### src/rtl/intc_vec_pkg.sv
package intc_vec_pkg;
  localparam logic [11:0] OFF_RAW    = 12'h000;
  localparam logic [11:0] OFF_NSTAT  = 12'h004;
  localparam logic [11:0] OFF_FSTAT  = 12'h008;
  localparam logic [11:0] OFF_ROUTE  = 12'h00C;
  localparam logic [11:0] OFF_EN_SET = 12'h010;
  localparam logic [11:0] OFF_EN_CLR = 12'h014;
  localparam logic [11:0] OFF_SW_SET = 12'h018;
  localparam logic [11:0] OFF_SW_CLR = 12'h01C;
  localparam logic [11:0] OFF_VEC    = 12'h030;
  localparam logic [11:0] OFF_DEFV   = 12'h034;
  localparam logic [3:0]  PAGE_SADDR = 4'h1;
  localparam logic [3:0]  PAGE_SCTL  = 4'h2;
  localparam int          BUS_W      = 32;
endpackage

### src/rtl/intc_mask_regs.sv
module intc_mask_regs
  import intc_vec_pkg::*;
#(
  parameter int NUM_SRC = 32
) (
  input  logic               clk,
  input  logic               rst_n,
  input  logic               wr,
  input  logic [11:0]        addr,
  input  logic [BUS_W-1:0]   wdata,
  input  logic [NUM_SRC-1:0] src,
  output logic [NUM_SRC-1:0] raw,
  output logic [NUM_SRC-1:0] nstat,
  output logic [NUM_SRC-1:0] fstat,
  output logic [NUM_SRC-1:0] en_q,
  output logic [NUM_SRC-1:0] sw_q,
  output logic [NUM_SRC-1:0] route_q
);
  logic [NUM_SRC-1:0] wbits;
  assign wbits = wdata[NUM_SRC-1:0];

  always_ff @(posedge clk) begin
    if (!rst_n) begin
      en_q    <= '0;
      sw_q    <= '0;
      route_q <= '0;
    end else if (wr) begin
      case (addr)
        OFF_EN_SET: en_q    <= en_q | wbits;
        OFF_EN_CLR: en_q    <= en_q & ~wbits;
        OFF_SW_SET: sw_q    <= sw_q | wbits;
        OFF_SW_CLR: sw_q    <= sw_q & ~wbits;
        OFF_ROUTE:  route_q <= wbits;
        default: ;
      endcase
    end
  end

  assign raw   = src | sw_q;
  assign nstat = raw & en_q & ~route_q;
  assign fstat = raw & en_q & route_q;


  en_set_bits_chk: assert property (@(posedge clk) disable iff (!rst_n)
    (wr && addr == OFF_EN_SET) |=> ((en_q & $past(wbits)) == $past(wbits)));

  en_clr_bits_chk: assert property (@(posedge clk) disable iff (!rst_n)
    (wr && addr == OFF_EN_CLR) |=> ((en_q & $past(wbits)) == '0));
endmodule

### src/rtl/intc_vec_table.sv
module intc_vec_table
  import intc_vec_pkg::*;
#(
  parameter int NUM_SRC  = 32,
  parameter int NUM_SLOT = 16,
  parameter int LVL_W    = 5
) (
  input  logic                        clk,
  input  logic                        rst_n,
  input  logic                        wr,
  input  logic [11:0]                 addr,
  input  logic [BUS_W-1:0]            wdata,
  input  logic [NUM_SRC-1:0]          nstat,
  input  logic [LVL_W-1:0]            cur_lvl,
  output logic                        hit,
  output logic [$clog2(NUM_SLOT)-1:0] hit_idx,
  output logic [BUS_W-1:0]            vec_addr,
  output logic [BUS_W-1:0]            tbl_rdata,
  output logic                        tbl_rsel
);
  localparam int IDX_W = $clog2(NUM_SLOT);
  localparam int SRC_W = $clog2(NUM_SRC);

  logic [BUS_W-1:0] slot_addr [NUM_SLOT];
  logic [SRC_W-1:0] slot_src  [NUM_SLOT];
  logic             slot_en   [NUM_SLOT];
  logic [BUS_W-1:0] def_vec;
  logic [NUM_SLOT-1:0] slot_act;

  logic [5:0]       widx;
  logic             widx_ok;
  logic [IDX_W-1:0] sidx;
  assign widx    = addr[7:2];
  assign widx_ok = (widx < 6'(NUM_SLOT)) && (addr[1:0] == 2'b00);
  assign sidx    = widx[IDX_W-1:0];

  always_ff @(posedge clk) begin
    if (!rst_n) begin
      def_vec <= '0;
      for (int k = 0; k < NUM_SLOT; k++) begin
        slot_addr[k] <= '0;
        slot_src[k]  <= '0;
        slot_en[k]   <= 1'b0;
      end
    end else if (wr) begin
      if (addr == OFF_DEFV) def_vec <= wdata;
      if (addr[11:8] == PAGE_SADDR && widx_ok) slot_addr[sidx] <= wdata;
      if (addr[11:8] == PAGE_SCTL && widx_ok) begin
        slot_en[sidx]  <= wdata[5];
        slot_src[sidx] <= wdata[SRC_W-1:0];
      end
    end
  end

  for (genvar g = 0; g < NUM_SLOT; g++) begin : g_slot
    assign slot_act[g] = slot_en[g] && nstat[slot_src[g]] && (LVL_W'(g) < cur_lvl);
  end

  always_comb begin
    hit     = 1'b0;
    hit_idx = '0;
    for (int k = NUM_SLOT - 1; k >= 0; k--) begin
      if (slot_act[k]) begin
        hit     = 1'b1;
        hit_idx = IDX_W'(k);
      end
    end
  end

  assign vec_addr = hit ? slot_addr[hit_idx] : def_vec;

  always_comb begin
    tbl_rsel  = 1'b1;
    tbl_rdata = '0;
    if (addr == OFF_DEFV) tbl_rdata = def_vec;
    else if (addr[11:8] == PAGE_SADDR && widx_ok) tbl_rdata = slot_addr[sidx];
    else if (addr[11:8] == PAGE_SCTL && widx_ok)
      tbl_rdata = BUS_W'({slot_en[sidx], SRC_W'(slot_src[sidx])}) | (slot_en[sidx] ? 32'h20 : 32'h0);
    else tbl_rsel = 1'b0;
  end


  hit_above_lvl_chk: assert property (@(posedge clk) disable iff (!rst_n)
    hit |-> (LVL_W'(hit_idx) < cur_lvl));
endmodule

### src/rtl/intc_lvl_stack.sv
module intc_lvl_stack #(
  parameter int NUM_SLOT = 16,
  parameter int LVL_W    = 5
) (
  input  logic             clk,
  input  logic             rst_n,
  input  logic             push,
  input  logic             pop,
  input  logic [LVL_W-1:0] new_lvl,
  output logic [LVL_W-1:0] cur_lvl
);
  localparam int DEPTH = NUM_SLOT + 1;
  localparam int SP_W  = $clog2(DEPTH + 1);
  localparam logic [LVL_W-1:0] IDLE = LVL_W'(NUM_SLOT + 1);

  logic [LVL_W-1:0] stk [DEPTH];
  logic [SP_W-1:0]  sp;

  always_ff @(posedge clk) begin
    if (!rst_n) begin
      sp      <= '0;
      cur_lvl <= IDLE;
      for (int k = 0; k < DEPTH; k++) stk[k] <= IDLE;
    end else if (push && sp < SP_W'(DEPTH)) begin
      stk[sp] <= cur_lvl;
      sp      <= sp + 1'b1;
      cur_lvl <= new_lvl;
    end else if (pop && sp != '0) begin
      sp      <= sp - 1'b1;
      cur_lvl <= stk[sp - 1'b1];
    end
  end


  push_grows_chk: assert property (@(posedge clk) disable iff (!rst_n)
    (push && sp < SP_W'(DEPTH)) |=> (sp == $past(sp) + 1'b1 && cur_lvl == $past(new_lvl)));

  pop_shrinks_chk: assert property (@(posedge clk) disable iff (!rst_n)
    (!push && pop && sp != '0) |=> (sp == $past(sp) - 1'b1));
endmodule

### src/rtl/intc_vectored.sv
module intc_vectored
  import intc_vec_pkg::*;
#(
  parameter int NUM_SRC  = 32,
  parameter int NUM_SLOT = 16
) (
  input  logic               clk,
  input  logic               rst_n,
  input  logic [NUM_SRC-1:0] irq_src_i,
  input  logic               bus_wr_i,
  input  logic               bus_rd_i,
  input  logic [11:0]        bus_addr_i,
  input  logic [BUS_W-1:0]   bus_wdata_i,
  output logic [BUS_W-1:0]   bus_rdata_o,
  output logic               irq_o,
  output logic               fiq_o
);
  localparam int LVL_W = $clog2(NUM_SLOT + 2);
  localparam int IDX_W = $clog2(NUM_SLOT);
  localparam logic [LVL_W-1:0] DEF_LVL = LVL_W'(NUM_SLOT);
  localparam logic [LVL_W-1:0] IDLE    = LVL_W'(NUM_SLOT + 1);

  logic [NUM_SRC-1:0] raw, nstat, fstat, en_q, sw_q, route_q;
  logic               hit, tbl_rsel, push, pop;
  logic [IDX_W-1:0]   hit_idx;
  logic [BUS_W-1:0]   vec_addr, tbl_rdata;
  logic [LVL_W-1:0]   cur_lvl, new_lvl;
  logic               irq_d, fiq_d;

  intc_mask_regs #(.NUM_SRC(NUM_SRC)) u_mask (
    .clk(clk), .rst_n(rst_n), .wr(bus_wr_i), .addr(bus_addr_i), .wdata(bus_wdata_i),
    .src(irq_src_i), .raw(raw), .nstat(nstat), .fstat(fstat),
    .en_q(en_q), .sw_q(sw_q), .route_q(route_q));

  intc_vec_table #(.NUM_SRC(NUM_SRC), .NUM_SLOT(NUM_SLOT), .LVL_W(LVL_W)) u_tbl (
    .clk(clk), .rst_n(rst_n), .wr(bus_wr_i), .addr(bus_addr_i), .wdata(bus_wdata_i),
    .nstat(nstat), .cur_lvl(cur_lvl), .hit(hit), .hit_idx(hit_idx),
    .vec_addr(vec_addr), .tbl_rdata(tbl_rdata), .tbl_rsel(tbl_rsel));

  assign push    = bus_rd_i && bus_addr_i == OFF_VEC;
  assign pop     = bus_wr_i && bus_addr_i == OFF_VEC;
  assign new_lvl = hit ? LVL_W'(hit_idx) : DEF_LVL;

  intc_lvl_stack #(.NUM_SLOT(NUM_SLOT), .LVL_W(LVL_W)) u_stk (
    .clk(clk), .rst_n(rst_n), .push(push), .pop(pop),
    .new_lvl(new_lvl), .cur_lvl(cur_lvl));

  assign irq_d = hit || (cur_lvl == IDLE && |nstat);
  assign fiq_d = |fstat;

  always_ff @(posedge clk) begin
    if (!rst_n) begin
      irq_o <= 1'b0;
      fiq_o <= 1'b0;
    end else begin
      irq_o <= irq_d;
      fiq_o <= fiq_d;
    end
  end

  always_comb begin
    case (bus_addr_i)
      OFF_RAW:    bus_rdata_o = BUS_W'(raw);
      OFF_NSTAT:  bus_rdata_o = BUS_W'(nstat);
      OFF_FSTAT:  bus_rdata_o = BUS_W'(fstat);
      OFF_ROUTE:  bus_rdata_o = BUS_W'(route_q);
      OFF_EN_SET: bus_rdata_o = BUS_W'(en_q);
      OFF_SW_SET: bus_rdata_o = BUS_W'(sw_q);
      OFF_VEC:    bus_rdata_o = vec_addr;
      default:    bus_rdata_o = tbl_rsel ? tbl_rdata : '0;
    endcase
  end


  fiq_follow_chk: assert property (@(posedge clk) disable iff (!rst_n)
    (|fstat) |=> fiq_o);

  irq_slot_chk: assert property (@(posedge clk) disable iff (!rst_n)
    hit |=> irq_o);

  irq_quiet_chk: assert property (@(posedge clk) disable iff (!rst_n)
    (!(|nstat)) |=> !irq_o);
endmodule

### config.mk
export PLATFORM = sky130hd
export DESIGN_NAME = intc_vectored
export DESIGN_NICKNAME = d
export VERILOG_FILES = /design/src/rtl/intc_vec_pkg.sv /design/src/rtl/intc_mask_regs.sv /design/src/rtl/intc_vec_table.sv /design/src/rtl/intc_lvl_stack.sv /design/src/rtl/intc_vectored.sv
export SDC_FILE = /design/constraint.sdc
export NUM_CORES = 2
export LEC_CHECK = 0
export BUFFER_PORTS_ARGS = -buffer_cell sky130_fd_sc_hd__buf_2
export CAP_MARGIN = 10
export CORE_UTILIZATION = 45
export DETAILED_ROUTE_END_ITERATION = 6
export SETUP_SLACK_MARGIN = 0.3
export SLEW_MARGIN = 40
export SYNTH_ARGS = -nofsm -noshare
export SYNTH_HDL_FRONTEND = slang
export SYNTH_SLANG_ARGS = --single-unit
### constraint.sdc
create_clock -name clk -period 9.2 [get_ports clk]
set_input_delay 0.92 -clock clk [delete_from_list [all_inputs] [get_ports clk]]
set_output_delay 0.92 -clock clk [all_outputs]
set_load 0.05 [all_outputs]
; ---- Yosys cells after proc, flatten, opt, wreduce, memory -nomap -nowiden
; Memory sizes are Yosys's and may differ from the RTL's.
; Index checks and enable logic that the tools add are counted.
[word_totals]
elab_cells = 232
reg_bits = 140
n_memories = 4
ram_bits = 693
output_inout_bits = 34
[op_classes]
n_lt_le_gt_ge = 34
n_eq_ne = 12
bitwise = 11
addsub = 2
n_reduce_logical = 57
muxes = 104
[memory_table]
columns = memory, depth, word_bits, read_ports, rd_ports_with_merged_regs, write_ports, line_no
row1 = u_tbl.slot_addr, 16, 32, 2, 0, 16, intc_vec_table.sv:24  ; logic [BUS_W-1:0] slot_addr [NUM_SLOT];
row2 = u_stk.stk, 17, 5, 1, 0, 17, intc_lvl_stack.sv:16  ; logic [LVL_W-1:0] stk [DEPTH];
row3 = u_tbl.slot_src, 16, 5, 17, 0, 16, intc_vec_table.sv:25  ; logic [SRC_W-1:0] slot_src [NUM_SLOT];
row4 = u_tbl.slot_en, 16, 1, 17, 0, 16, intc_vec_table.sv:26  ; logic slot_en [NUM_SLOT];
[ops]
columns = operator, count
row1 = $pmux W32 S7, 1
row2 = $mux W32, 6
row3 = $and A32 B32 Y32, 5
row4 = $pmux W32 S2, 2
row5 = $lt A5 B6 Y1 const B, 16
row6 = $or A32 B32 Y32, 3
row7 = $reduce_or A32 Y1, 3
row8 = $bmux W1 S5, 16
row9 = $mux W4, 19
row10 = $not A32 Y32, 2
row11 = $mux W1, 51
row12 = $eq A12 B5 Y1 const B, 4
row13 = $logic_and A1 B1 Y1, 40
row14 = $lt A4 B5 Y1 const A, 8
row15 = $mux W5, 8
row16 = $or A6 B32 Y32, 1
row17 = $eq A12 B4 Y1 const B, 2
row18 = $eq A12 B6 Y1 const B, 2
row19 = $lt A3 B5 Y1 const A, 4
row20 = $eq A12 B3 Y1 const B, 1
row21 = $logic_not A12 Y1, 1
row22 = $lt A1 B5 Y1 const A, 2
row23 = $lt A2 B5 Y1 const A, 2
row24 = $reduce_or A5 Y1, 2
row25 = 14 further kinds, 19

; ---- Longest topological paths before layout
; An unclocked memory read counts as a cell.
[logic_depth]
depth_word = 26
mapped_depth = 18

; ---- Cells and area by module
; From an unflattened synthesis, not the netlist that was laid out.
[unflattened]
cells_unflattened = 4340
area_unflattened_um2 = 54084.4
[by_module_without_submodules]
columns = mod, cells_per_inst, instances, area_each_um2
row1 = intc_vec_table, 2881, 1, 38436.9
row2 = intc_lvl_stack, 495, 1, 7544.7
row3 = intc_mask_regs, 655, 1, 5461.5
row4 = intc_vectored, 309, 1, 2641.3

; ---- Worst setup path after synthesis
; No wires, ideal clock.
[synth_path]
kind = input to output
start = in irq_src_i[21]
end = out bus_rdata_o[4]
required_time_ns = 8.280
slack_ns = 3.541
arrival_time_ns = 4.739
stages = 14
path_cell_list = o21ai_2 > nor2_2 > mux4_2 > nor2_1 > nor3_1 > or4_4 > or3_4 > a2111oi_4 > a21o_1 > buf_6 > buf_6 > mux2_2 > a221o_1 > o21bai_1
[synth_via]
elab_chain_len = 26
word_cells_on_any_way = 102
[synth_rtl]
columns = item, line_no
row1 = "start, declared", intc_vectored.sv:9  ; input logic [NUM_SRC-1:0] irq_src_i,
row2 = $or A32 B32 Y32 (*), intc_mask_regs.sv:39  ; assign raw = src | sw_q;
row3 = $and A32 B32 Y32 (*) (2 in series), intc_mask_regs.sv:40  ; assign nstat = raw & en_q & ~route_q;
row4 = $bmux W1 S5, intc_vec_table.sv:56  ; assign slot_act[g] = slot_en[g] && nstat[slot_src[g]] && (LVL_W'(g) < cur_lvl);
row5 = $mux W1 (implied by the code), intc_vec_table.sv:56
row6 = $logic_and A1 B1 Y1 (2 in series), intc_vec_table.sv:56
row7 = $mux W4 (16 in series), intc_vec_table.sv:63  ; if (slot_act[k]) begin
row8 = $mem_v2 Z16 W32, -
row9 = $mux W32 (*), intc_vec_table.sv:70  ; assign vec_addr = hit ? slot_addr[hit_idx] : def_vec;
row10 = $pmux W32 S7 (*), intc_vectored.sv:62  ; case (bus_addr_i)
row11 = "end, declared", intc_vectored.sv:14  ; output logic [BUS_W-1:0] bus_rdata_o,
; Every way passes the cells marked *; elsewhere a longest branch is shown, timed or not. The select of a mux whose other input is x is not followed.

; ---- Worst setup path after layout
[layout_path]
start = reg u_stk.cur_lvl[4]
end = out bus_rdata_o[6]
[layout_via]
elab_chain_len = 21
word_cells_on_any_way = 67
[layout_rtl]
columns = item, line_no
row1 = "start, declared", intc_lvl_stack.sv:10  ; output logic [LVL_W-1:0] cur_lvl
row2 = "start signal, assigned", intc_lvl_stack.sv:27  ; cur_lvl <= new_lvl;
row3 = "start signal, assigned", intc_lvl_stack.sv:30  ; cur_lvl <= stk[sp - 1'b1];
row4 = $lt A4 B5 Y1, intc_vec_table.sv:56
row5 = $logic_and A1 B1 Y1, intc_vec_table.sv:56
row6 = $mux W4 (16 in series), intc_vec_table.sv:63
row7 = $mem_v2 Z16 W32, -
row8 = $mux W32 (*), intc_vec_table.sv:70
row9 = $pmux W32 S7 (*), intc_vectored.sv:62
; Every way passes the cells marked *; elsewhere a longest branch is shown, timed or not.

==> out/metrics.cfg <==
[synth]
synth.distinct_cells = 100
syn_area_per_cell_um2 = 11.6
synth_commonest_cells = edfxtp_1 (752), and2_1 (545), nand2_1 (378)
yosysMostFrequentCell = edfxtp_1
synth_edf_count = 752
synth_top_cells_by_area = edfxtp_1 (43%), mux4_2 (13%), and2_1 (6.5%)
synthesis.area_mm2 = 0.0521
synth_largest_area_cell = edfxtp_1
yosysSeqAreaShare_pct = 49.3
ys.flop_type = edfxtp_1
synth_top_area_share_pct = 43.3
async_reset_ff_share_pct = 0
synthCells = 4509
yosysWarnings = 0
ys_seq_elements = 908

[power]
p_int_w = 0.00717
seq_power_share_pct = 50.2
powerDensity_mw_per_mm2 = 163
leakagePower_nw = 19.2
clock_power_share_pct = 43.0
power.net_switching_w = 0.00226
ir_drop_v = 0.000136
pwr-share-comb_pct = 6.8
finalPower_w = 0.00943
switching_share_pct = 24.0

[timing]
setup_viol = 0
grt_setup_unrepaired = false
worstMarginPinSlew_ps = 930
relSlewSlack_pct = 37.9
fmax_mhz = 130
min_period_ps = 7680
final-hold-violation-count = 0
final-max-slew-violation-count = 0
fin_crit_sh_pct = 83.5
fin_skew_ps = 33.1
finalSetupTns_ps = 0

[grt]
met3_usage_pct = 7.31
grt_use_total_pct = 34.6
antenna_found_initial = 17
globalRouteMet1Util_pct = 46.3
grt_pass1_vias = 38838
grt_busiest_layer = met2
grt_pass1_wl_mm = 290
grt-ovfl-total = 0
grtUsageMet2_pct = 53.6
grt_max_degree = 93

[place]
place_area_mm2 = 0.0545
hpwlAfterDp_mm = 133
dpl.cell_count = 5871
portBuffers = 113
gp_congestion = 1.02

[cts]
cts.htree.levels = 3
cts_setup_buffers = 0
clk_pin_slew_ps = 60
clock_latency_ps = 700
cts-root-buf = clkbuf_16
clock_sinks = 908
cts_hold_buffers = 0
cts_tree = yes
clockBufferDepth = 3
cts_buffers = 99
cts-resized-gates = 0

[critical_path]
max_stage_delay_ps = 810
crit_type = register to primary output
cp_max_fo = 18
cp-start-kind = register
crit_chain = nor3_1 > nor3b_2 > o31ai_1 > or4_1 > a211o_1 > nand3_1 > nor2_1 > nand3_1 > buf_4 > nand2b_1 > nor2_4 > a2bb2oi_1 > nand4_1 > o21ai_1 > buf_2
cpMaxStageDelayCell = dfxtp_1
arrival_ps = 6760
endpoint_kind = primary output
crit_top_cell = nand3_1
crit_required_ps = 8280
cp_num_buf_inv = 2
crit_family = simple AND/OR/NAND/NOR gates

[flow_run]
drv_cap = 0

[layout]
fin_util_pct = 50.5
drive_gt1_share_pct = 19.8
fin_area_mm2 = 0.0578
layout.nets = 4545
syn_to_final_growth_pct = 10.9
nFillCells = 10056
stdcell_count = 6056

[worst_hold_path]
hold_class = register to register

[routing]
wl_mm = 206
num_vias = 40974
viasPerCell = 6.77
drc = 20
drt_iter0_drc = 5853
drtPass1Iterations = 7
wire_per_inst_um = 34.1
drt.antenna.violating_nets = 0

[floorplan]
io_pins = 114
start_util_pct = 45.5
die_w_um = 342
dieArea_mm2 = 0.117
core_area_mm2 = 0.115
rows = 124
fp.dieH_um = 342

[run_status]
outcome = finished, violations left
violations = DRC

[tightest hold or removal path, stage by stage, from the launching register on]
cell and delay [ps]:
dfxtp_1 310, nand2_1 50, a21oi_1 50
[cells by family (layout without fill, tap and decap cells)]
logic type      Yosys count  in the layout  share of synthesized area (%)
xor+xnor                  6              6                          0.101
simple gates           1613           1613                           16.7
flops                   908            908                           49.3
mux                     542            542                           17.9
buf+inv                 522            494                           4.24
compound gates          913            913                           11.7
other cells               1             64                        0.00720
fa+ha+maj                 4              4                         0.0960
[state kept, by name (all words and copies together), names as in the netlist, named ones only]
| register | flops |
|---|---|
| u_tbl.slot_en | 16 |
| u_tbl.slot_addr | 512 |
| fiq_o | 1 |
| u_stk.cur_lvl | 5 |
| irq_o | 1 |
| u_stk.stk | 160 |
| u_stk.sp | 5 |
| u_mask.route_q | 32 |
| u_tbl.def_vec | 32 |
| u_tbl.slot_src | 80 |
[area by class of cell]
type / count / area, um2 / share of cell area [%]
Sequential cell: 908 / 25700 / 44.5
Antenna cell: 4 / 10.0 / 0.0173
Multi-Input combinational cell: 3138 / 24900 / 43.0
Timing Repair Buffer: 258 / 1840 / 3.19
Clock buffer: 133 / 2720 / 4.71
Clock inverter: 47 / 518 / 0.897
Tap cell: 1512 / 1890 / 3.27
Inverter: 56 / 215 / 0.373
[per-layer routing]
| metal | up-vias | part of all wire (%) |
|---|---|---|
| met2 | 2677 | 45 |
| met1 | 20657 | 38 |
| met4 | 20 | 5.5 |
| li1 | 17014 | - |
| met5 | - | 0.073 |
| met3 | 606 | 11 |
[worst paths after layout]
kind                            cells after the start                              to                            from  slack [ps]
worst min-delay path                                2  u_tbl.def_vec[14]$_SDFFE_PN0P_  u_tbl.def_vec[14]$_SDFFE_PN0P_         450
worst max register to register                     14   u_stk.cur_lvl[3]$_SDFFE_PN0P_   u_stk.cur_lvl[4]$_SDFFE_PN1P_        3790
worst max-delay path                               15                  bus_rdata_o[6]   u_stk.cur_lvl[4]$_SDFFE_PN1P_        1520
worst min register to register                      2  u_tbl.def_vec[14]$_SDFFE_PN0P_  u_tbl.def_vec[14]$_SDFFE_PN0P_         450
[placed cells by master (no fill, tap or decap), drive strengths merged, types with 10 or more instances in the layout]
master,Yosys,routed
a21oi,215,215
o211ai,26,26
mux2,60,60
and3,131,131
a222oi,16,16
nor4,29,29
a221oi,15,15
nor2,175,175
a2bb2oi,17,17
or3,47,47
a22o,15,15
o22ai,42,42
a32oi,10,10
mux2i,177,177
nand4,26,26
nand2b,46,46
edfxtp,752,752
a2111oi,35,35
nand3,48,48
buf,98,257
a311oi,18,18
dfxtp,156,156
or4,10,10
nor3,110,110
o21ai,248,248
nand2,379,379
a311o,11,11
a211oi,102,102
clkinv,1,34
nor2b,22,22
and2,546,546
inv,55,58
mux4,305,305
a22oi,29,29
a31oi,30,30
clkbuf,368,134
o22a,12,12
conb,1,60
nor3b,10,10
[power groups by stage]
| stage | registers [W] | clock network [W] | logic [W] |
|---|---|---|---|
| after floorplan | 0.00473 | 0 | 0.000426 |
| after global placement | 0.00480 | 0 | 0.000626 |
| after detailed placement | 0.00481 | 0 | 0.000627 |
| after CTS | 0.00472 | 0.00409 | 0.000629 |
| after global routing | 0.00474 | 0.00422 | 0.000666 |
| final | 0.00473 | 0.00405 | 0.000645 |
[metrics by stage]
step           setup slack, ps  hold slack, ps
2_1_floorplan             3540             433
3_3_place_gp              1740             440
3_5_place_dp              1680             446
4_1_cts                   1640             454
5_1_grt                   1390             477
6_report                  1520             454
No activity file was read; power rests on OpenSTA's default activity.
